==> config.mk <==
export PLATFORM = sky130hd
export DESIGN_NAME = serial_tx_frac_stop
export DESIGN_NICKNAME = d
export VERILOG_FILES = /design/src/rtl/stx_pkg.sv /design/src/rtl/stx_phase_timer.sv /design/src/rtl/stx_shift_reg.sv /design/src/rtl/serial_tx_frac_stop.sv
export SDC_FILE = /design/constraint.sdc
export NUM_CORES = 1
export LEC_CHECK = 0
export ABC_CLOCK_PERIOD_IN_PS = 2280
export BUFFER_PORTS_ARGS = -buffer_cell sky130_fd_sc_hd__clkbuf_2
export CAP_MARGIN = 10
export CORE_MARGIN = 2
export CORE_UTILIZATION = 49
export CTS_CLUSTER_DIAMETER = 200
export CTS_CLUSTER_SIZE = 30
export DETAILED_ROUTE_END_ITERATION = 7
export PLACE_DENSITY_LB_ADDON = 0.25
export SKIP_CTS_REPAIR_TIMING = 1
export SYNTH_ARGS = -nofsm -noshare
export SYNTH_HDL_FRONTEND = slang
export SYNTH_SLANG_ARGS = --single-unit
==> constraint.sdc <==
create_clock -name clk -period 2.28 [get_ports clk]
set_input_delay 0.456 -clock clk [delete_from_list [all_inputs] [get_ports clk]]
set_output_delay 0.456 -clock clk [all_outputs]
set_load 0.03 [all_outputs]
==> src/rtl/stx_pkg.sv <==
package stx_pkg;

  typedef enum logic [1:0] {
    ST_IDLE  = 2'd0,
    ST_START = 2'd1,
    ST_DATA  = 2'd2,
    ST_STOP  = 2'd3
  } stx_state_e;

  // Length in baud ticks of the stop period for a given mode.
  function automatic int unsigned stop_ticks(input logic [1:0] mode,
                                             input int unsigned ovs);
    case (mode)
      2'b00:   return ovs;
      2'b01:   return ovs + ovs / 2;
      default: return 2 * ovs;
    endcase
  endfunction

endpackage

==> src/rtl/stx_phase_timer.sv <==
module stx_phase_timer #(
  parameter int CNT_W = 6
) (
  input  logic             clk,
  input  logic             rst_n,
  input  logic             clear,
  input  logic             tick,
  input  logic [CNT_W-1:0] limit,
  output logic [CNT_W-1:0] cnt,
  output logic             last
);

  assign last = tick && (cnt == limit - 1'b1);

  always_ff @(posedge clk) begin
    if (!rst_n || clear || last) cnt <= '0;
    else if (tick)               cnt <= cnt + 1'b1;
  end

endmodule

==> src/rtl/stx_shift_reg.sv <==
module stx_shift_reg #(
  parameter int W = 8
) (
  input  logic         clk,
  input  logic         rst_n,
  input  logic         load,
  input  logic         shift,
  input  logic [W-1:0] din,
  output logic         lsb
);

  logic [W-1:0] sh_q;

  always_ff @(posedge clk) begin
    if (!rst_n)     sh_q <= '0;
    else if (load)  sh_q <= din;
    else if (shift) sh_q <= {1'b0, sh_q[W-1:1]};
  end

  assign lsb = sh_q[0];

endmodule

==> src/rtl/serial_tx_frac_stop.sv <==
module serial_tx_frac_stop #(
  parameter int DATA_W = 8,
  parameter int OVS    = 16
) (
  input  logic              clk,
  input  logic              rst_n,
  input  logic              baud_tick,
  input  logic [1:0]        stop_mode,
  input  logic              invert,
  input  logic [DATA_W-1:0] in_data,
  input  logic              in_valid,
  output logic              in_ready,
  output logic              tx_line,
  output logic              busy
);
  import stx_pkg::*;

  localparam int CNT_W = $clog2(2 * OVS + 1);
  localparam int IDX_W = $clog2(DATA_W);
  localparam logic [IDX_W-1:0] LAST_IDX = IDX_W'(DATA_W - 1);

  stx_state_e       state;
  logic [1:0]       mode_q;
  logic [IDX_W-1:0] bit_idx;
  logic [CNT_W-1:0] phase_len;
  logic [CNT_W-1:0] tick_cnt;

  // Named internal events
  logic accept;
  logic phase_done;
  logic data_shift;
  logic frame_done;
  logic raw_level;

  assign busy       = (state != ST_IDLE);
  assign in_ready   = !busy;
  assign accept     = in_valid && in_ready;
  assign data_shift = phase_done && (state == ST_DATA);
  assign frame_done = phase_done && (state == ST_STOP);

  always_comb begin
    if (state == ST_STOP) phase_len = CNT_W'(stop_ticks(mode_q, OVS));
    else                  phase_len = CNT_W'(OVS);
  end

  stx_phase_timer #(.CNT_W(CNT_W)) u_timer (
    .clk   (clk),
    .rst_n (rst_n),
    .clear (accept),
    .tick  (baud_tick && busy),
    .limit (phase_len),
    .cnt   (tick_cnt),
    .last  (phase_done)
  );

  logic data_lsb;

  stx_shift_reg #(.W(DATA_W)) u_shift (
    .clk   (clk),
    .rst_n (rst_n),
    .load  (accept),
    .shift (data_shift),
    .din   (in_data),
    .lsb   (data_lsb)
  );

  always_ff @(posedge clk) begin
    if (!rst_n) begin
      state   <= ST_IDLE;
      mode_q  <= 2'b00;
      bit_idx <= '0;
    end else begin
      case (state)
        ST_IDLE: if (accept) begin
          state  <= ST_START;
          mode_q <= stop_mode;
        end
        ST_START: if (phase_done) begin
          state   <= ST_DATA;
          bit_idx <= '0;
        end
        ST_DATA: if (phase_done) begin
          if (bit_idx == LAST_IDX) state <= ST_STOP;
          else                     bit_idx <= bit_idx + 1'b1;
        end
        ST_STOP: if (phase_done) state <= ST_IDLE;
        default: state <= ST_IDLE;
      endcase
    end
  end

  always_comb begin
    case (state)
      ST_START: raw_level = 1'b0;
      ST_DATA:  raw_level = data_lsb;
      default:  raw_level = 1'b1;
    endcase
  end

  assign tx_line = raw_level ^ invert;

endmodule

==> summary.md, run 1 <==
| Metric | Value |
|---|---|
| Switching fraction of total power | 0.420 |
| P_int | 0.761 mW |
| Measured slew at the worst slew-check pin | 0.387 ns |
| Fraction of the yosys area taken by sequential cells | 0.369 |
| Net count after synthesis | 152 |
| Most prevalent standard cell on the critical path | inv_1 |
| Initial antenna violation count | 0 |
| Cell area after layout | 1320 um2 |
| Share of total power in combinational logic | 0.497 |
| Mean post-synth cell area | 8.83 um2 |
| Max-slew headroom | 0.742 |
| Flops & latches, synth | 21 |
| Starting Density | 0.515 |
| Drt first-iter violations | 11 |
| CTS HTree Levels | 1 |
| Library cell with the largest summed area after synthesis | dfxtp_1 |
| Final GP Congestion | 0.754 |
| Synth area leaders | dfxtp_1 (37%), ha_1 (8.8%), nand3_1 (7.9%) |
| Share of cells above drive strength 1 | 0.236 |
| Critical path depth | 7 |
| Sequential cell fraction of total power | 0.370 |
| Die extent in x | 52.2 um |
| Total clock sinks | 21 |
| Post-Syn Instances | 129 |
| Via density | 5.36 |
| Final-report setup violation count | 0 |
| Run status | completed |
| P_leak | 0.617 nW |
| Highest attainable clock frequency | 461 MHz |
| Via count of the routed design | 944 |
| Max capacitance violation total | 0 |
| WP buf/inv | 3 |
| Clock skew | 0.00654 ns |
| Fill count | 209 |
| Routed Antenna Nets | 0 |
| Maximum single-stage delay on the critical path | 0.38 ns |
| Worst Setup End Kind | output pin |
| Port Buffer Count | 17 |
| Total gr overflow | 0 |
| Portion of total power attributed to the clock network | 0.133 |
| Clock insertion delay at the later pin of the skew report | 0.29 ns |
| Tot Pwr | 1.31 mW |
| Clock-pin slew reported for the worst setup and hold paths after clock tree synthesis | 0.12 ns |
| Depth of the worst register-to-register path | 8 |
| DIE HEIGHT | 52.2 um |
| CTS root buf | clkbuf_4 |
| Core Box Area | 2210 um2 |
| Wire length after detailed routing | 2.17 mm |
| Class of the tightest hold or removal check | primary input to flip-flop |
| Data required, critical path | 1.82 ns |
| Critical path start-end classification | flip-flop to output pin |
| Pwr/cell area | 997 nW/um2 |
| Num rows | 17 |
| Number of buffers between clock root and the deepest sink | 2 |
| Hold depth | 3 |
| Number of nets in the layout | 172 |
| Worst Path Max Fanout | 4 |
| Cell variety after synth | 29 |
| Tcrit/Tclk final | 0.952 |
| Hold Violations, Final | 0 |
| Critical path's top delay family | buffers and inverters |
| Area used by multi-input combinational logic | 692 um2 |
| Total iterations of the first detailed-routing run | 4 |
| Max stage delay cell, worst path | dfxtp_2 |
| Count of unresolved DRC violations after routing | 0 |
| Yosys warning count | 0 |
| Power dissipated by switching net loads | 0.552 mW |
| Placed inst area | 1250 um2 |
| Unrepaired setup endpoints after global routing | no |
| Sequential Area | 423 um2 |
| Diode insertion count for antenna repair | 0 |
| Cell-by-cell trace of the critical path | inv_1 > ha_1 > inv_1 > nand2_1 > o21ai_0 > xnor2_1 > clkbuf_2 |
| Minimum clock period | 2.17 ns |
| Pin count of the biggest net entering global routing | 23 |
| Signal arrival time at the worst endpoint | 1.72 ns |
| Placed wire-length estimate | 1.65 mm |
| Number of max-slew violations in the final report | 0 |
| Global-route wire length before repair | 3.56 mm |
| Aggregate negative setup slack | 0 ns |
| Kind of launch point of the worst setup path | flip-flop |
| Number of primary I/O pins | 18 |
| Proportion of netlist area held by the largest area contributor | 0.369 |
| Overall fraction of global-route tracks in use | 0.176 |
| Mapped cell area | 1140 um2 |
| Worst voltage drop across the vdd grid | 0.562 mV |
| Post-DR wirelength/cell | 12.3 um |
| CTS tree | yes |
| Die Footprint | 2730 um2 |
| CTS Buf Count | 3 |
| Via count of the first global-routing pass | 845 |
| Synthesis-to-finish area growth | 15.7% |
[power by group through the flow]
stage	Combinational (mW)	Sequential (mW)	Clock, mW
CTS	0.628	0.481	0.178
global placement	0.603	0.486	0
detailed placement	0.626	0.490	0
floorplan	0.481	0.478	0
finish	0.652	0.486	0.174
global route	0.713	0.496	0.199
[stage by stage]
step / utilization / hold WS (ns) / setup slack, ns / cells
6_report: 0.596 / 0.394 / 0.109 / 176
5_1_grt: 0.596 / 0.376 / 0.00891 / 176
4_1_cts: 0.577 / 0.397 / 0.0155 / 175
3_5_place_dp: 0.566 / 0.456 / 0.0562 / 171
3_3_place_gp: 0.566 / 0.451 / 0.138 / 171
2_1_floorplan: - / 0.439 / 0.158 / 129
[final timing paths]
kind	to	slack (ns)	start
worst min register to register	mode_q[0]	0.47	mode_q[0]
worst max-delay path	tx_line	0.11	state[0]
worst min-delay path	mode_q[0]	0.39	stop_mode[0]
worst max register to register	state[0]	0.12	state[0]
[layout make-up]
class / instances / share of cell area
multi-input cells: 97 / 0.525
repair buffers: 22 / 0.0959
well taps: 28 / 0.0266
flip-flops and latches: 21 / 0.321
inverters: 4 / 0.0114
clock buffers: 4 / 0.0199
[registers in the layout, indices dropped and copies added (netlist names)]
name          flops
u_shift.sh_q      8
u_timer.cnt       6
bit_idx           3
mode_q            2
state             2
[synthesized netlist by cell type]
cell type and n:
or3_4 1, buf_6 1, or3_1 1, inv_1 4, a21oi_1 1, ha_1 8
or2_1 1, o22ai_1 4, nor2b_1 1, and3b_2 1, nand3_4 1, buf_4 1
clkbuf_1 5, dfxtp_1 21, xnor2_1 6, nand2b_1 2, nand3_1 18, and4_1 1
nand4_1 1, o21ai_0 3, xor2_1 3, o41ai_4 1, a21boi_0 2, a21oi_2 1
mux2i_1 3, nor2_1 6, and2_1 1, nand2_1 23, o211a_1 7
[worst register-to-register path: stages (launching register included)]
cell and delay [ns]:
dfxtp_2 0.36, ha_2 0.19, and3b_2 0.24, ha_4 0.24, xnor2_1 0.13, nand2_1 0.12
or3_4 0.42, a21oi_4 0.19, mux2i_1 0.20
[cells in the final DEF (no fill, tap or decap), types with 3 or more instances in the layout]
master    synthesis  routed
buf_4             1       4
clkbuf_2          0      17
clkbuf_4          0       3
dfxtp_1          21      19
ha_1              8       6
inv_1             4       4
mux2i_1           3       3
nand2_1          23      23
nand3_1          18      18
nor2_1            6       6
o211a_1           7       7
o21ai_0           3       3
o22ai_1           4       4
xnor2_1           6       6
xor2_1            3       3
[logic make-up after synthesis]
logic type,synth area share
buffers and inverters,0.0462
and+or+nand+nor,0.255
DFF,0.369
adders and majority gates,0.0879
xor gates and xnor gates,0.0692
AOI/OAI and AO/OA,0.146
muxes,0.0264
[metal layers]
layer | wire, um | up-vias | GRT usage
met1 | 982 | 440 | 0.215
met3 | 127 | 2 | 0.0286
met5 | 0 | - | 0
met4 | 26 | 0 | 0.0769
met2 | 1040 | 20 | 0.302
li1 | - | 482 | -
(Power assumes the default switching activity.)
==> inputs of run 2 (changes only) <==
--- a/config.mk
+++ b/config.mk
@@ -8,13 +8,16 @@
 export ABC_CLOCK_PERIOD_IN_PS = 2280
 export BUFFER_PORTS_ARGS = -buffer_cell sky130_fd_sc_hd__clkbuf_2
 export CAP_MARGIN = 10
+export CELL_PAD_IN_SITES_DETAIL_PLACEMENT = 0
+export CELL_PAD_IN_SITES_GLOBAL_PLACEMENT = 2
 export CORE_MARGIN = 2
-export CORE_UTILIZATION = 49
+export CORE_UTILIZATION = 30
 export CTS_CLUSTER_DIAMETER = 200
 export CTS_CLUSTER_SIZE = 30
 export DETAILED_ROUTE_END_ITERATION = 7
 export PLACE_DENSITY_LB_ADDON = 0.25
 export SKIP_CTS_REPAIR_TIMING = 1
+export SLEW_MARGIN = 20
 export SYNTH_ARGS = -nofsm -noshare
 export SYNTH_HDL_FRONTEND = slang
 export SYNTH_SLANG_ARGS = --single-unit
==> summary.md, run 2 (synthesis results as in run 1) <==
| Metric | Value |
|---|---|
| Run status | completed |
| Total iterations of the first detailed-routing run | 4 |
| Placed wire-length estimate | 1.83 mm |
| Signal arrival time at the worst endpoint | 2.38 ns |
| Diode insertion count for antenna repair | 0 |
| Core Box Area | 3660 um2 |
| Most common cell after layout, fill and taps aside | nand2_1 |
| Data required, critical path | 2.47 ns |
| Worst voltage drop across the vdd grid | 0.268 mV |
| Post-placement worst setup slack | 0.0357 ns |
| Pwr/cell area | 1020 nW/um2 |
| Worst Setup End Kind | flip-flop |
| Global-route wire length before repair | 4.12 mm |
| P_int | 0.817 mW |
| Number of primary I/O pins | 18 |
| Unrepaired setup endpoints after global routing | yes |
| Starting Density | 0.311 |
| CTS Buf Count | 3 |
| Die extent in x | 65.6 um |
| Number of max-slew violations in the final report | 0 |
| Hold Violations, Final | 0 |
| Kind of launch point of the worst setup path | flip-flop |
| Clock-pin slew reported for the worst setup and hold paths after clock tree synthesis | 0.08 ns |
| Minimum clock period | 2.19 ns |
| Routed Antenna Nets | 0 |
| Register with the most flip-flops | u_shift.sh_q |
| Total gr overflow | 0 |
| Clock skew | 0.00420 ns |
| Leading cell types in the layout, fill and taps excluded | nand2_1 (23), dfxtp_1 (19), nand3_1 (17), clkbuf_2 (17) |
| Uppermost routed layer | met4 |
| Final-report setup violation count | 0 |
| Portion of total power attributed to the clock network | 0.180 |
| Total clock sinks | 21 |
| Drt first-iter violations | 25 |
| Post-DR wirelength/cell | 12.2 um |
| Overall fraction of global-route tracks in use | 0.127 |
| Worst Path Max Fanout | 4 |
| Met3 WL | 73 um |
| Biggest regs | u_shift.sh_q x8, u_timer.cnt x6, bit_idx x3 |
| Class of the tightest hold or removal check | primary input to flip-flop |
| Final GP Congestion | 0.716 |
| Tot Pwr | 1.38 mW |
| Placed inst area | 1280 um2 |
| Number of buffers between clock root and the deepest sink | 2 |
| Share of total power in combinational logic | 0.468 |
| Critical path start-end classification | flip-flop to flip-flop |
| Via density | 4.80 |
| Power dissipated by switching net loads | 0.564 mW |
| Num rows | 22 |
| Share of cells above drive strength 1 | 0.243 |
| Highest attainable clock frequency | 458 MHz |
| Max FFs per register | 8 |
| Fill count | 381 |
| Measured slew at the worst slew-check pin | 0.329 ns |
| CTS tree | yes |
| Max capacitance violation total | 0 |
| Number of nets in the layout | 172 |
| Count of unresolved DRC violations after routing | 0 |
| Cell area after layout | 1350 um2 |
| Switching fraction of total power | 0.408 |
| P_leak | 0.629 nW |
| Wire length after detailed routing | 2.39 mm |
| DIE HEIGHT | 65.6 um |
| Sequential cell fraction of total power | 0.352 |
| Clock insertion delay at the later pin of the skew report | 0.26 ns |
| Count of non-filler cells in the finished layout | 196 |
| Setup ws final | 0.0942 ns |
| Port Buffer Count | 17 |
| Max-slew headroom | 0.778 |
| Number of instances in the placed design | 192 |
| Initial antenna violation count | 0 |
| Hold_ws | 0.421 ns |
| Pin count of the biggest net entering global routing | 16 |
| Tcrit/Tclk final | 0.959 |
| Die Footprint | 4300 um2 |
| Length of routed wiring on met1 | 1.08 mm |
| Via count of the routed design | 940 |
| Via count of the first global-routing pass | 957 |
| Met2 wire length | 1.20 mm |
| CTS root buf | clkbuf_8 |
| Synthesis-to-finish area growth | 18.8% |
| CTS HTree Levels | 1 |
run 2: cell counts in the layout (fill, tap and decap cells not counted):
No cell type changed its count.
run 2: worst paths after layout:
path	start	endpoint	slack, ns	cells after the start
hold reg to reg	u_shift.sh_q[7]	u_shift.sh_q[7]	0.47	2
setup reg to reg	state[0]	bit_idx[2]	0.09	8
setup / recovery	state[0]	bit_idx[2]	0.09	8
hold / removal	in_data[7]	u_shift.sh_q[7]	0.42	3
run 2: worst max-delay path, stage by stage, from the launching register on:
cell     delay (ns)
dfxtp_2        0.34
ha_2           0.18
and3b_2        0.21
ha_1           0.30
xnor2_1        0.13
nand2_1        0.12
or3_4          0.44
or2_4          0.28
o22ai_1        0.10
run 2: layout make-up:
cell class,instances,area [um2],area share
inverters,4,15.0,0.0111
well taps,48,60.1,0.0444
clock buffers,4,45.0,0.0333
flip-flops and latches,21,423,0.313
multi-input cells,97,687,0.508
repair buffers,22,123,0.0907
run 2: power groups by stage:
stage	Sequential (mW)	Clock (mW)	Combinational, mW
2_1_floorplan	0.478	0	0.481
3_3_place_gp	0.488	0	0.628
3_5_place_dp	0.491	0	0.633
4_1_cts	0.483	0.258	0.634
5_1_grt	0.495	0.281	0.721
6_report	0.486	0.249	0.646
run 2: routing by layer:
layer / GRT usage / up-vias
li1: - / 483
met4: 0.0625 / 0
met5: 0 / -
met1: 0.149 / 443
met2: 0.218 / 10
met3: 0.0257 / 4
run 2: stage by stage:
| stage | TNS, ns | util |
|---|---|---|
| 2_1_floorplan | 0 | - |
| 3_3_place_gp | 0 | 0.351 |
| 3_5_place_dp | 0 | 0.351 |
| 4_1_cts | 0 | 0.363 |
| 5_1_grt | -0.0153 | 0.369 |
| 6_report | 0 | 0.369 |
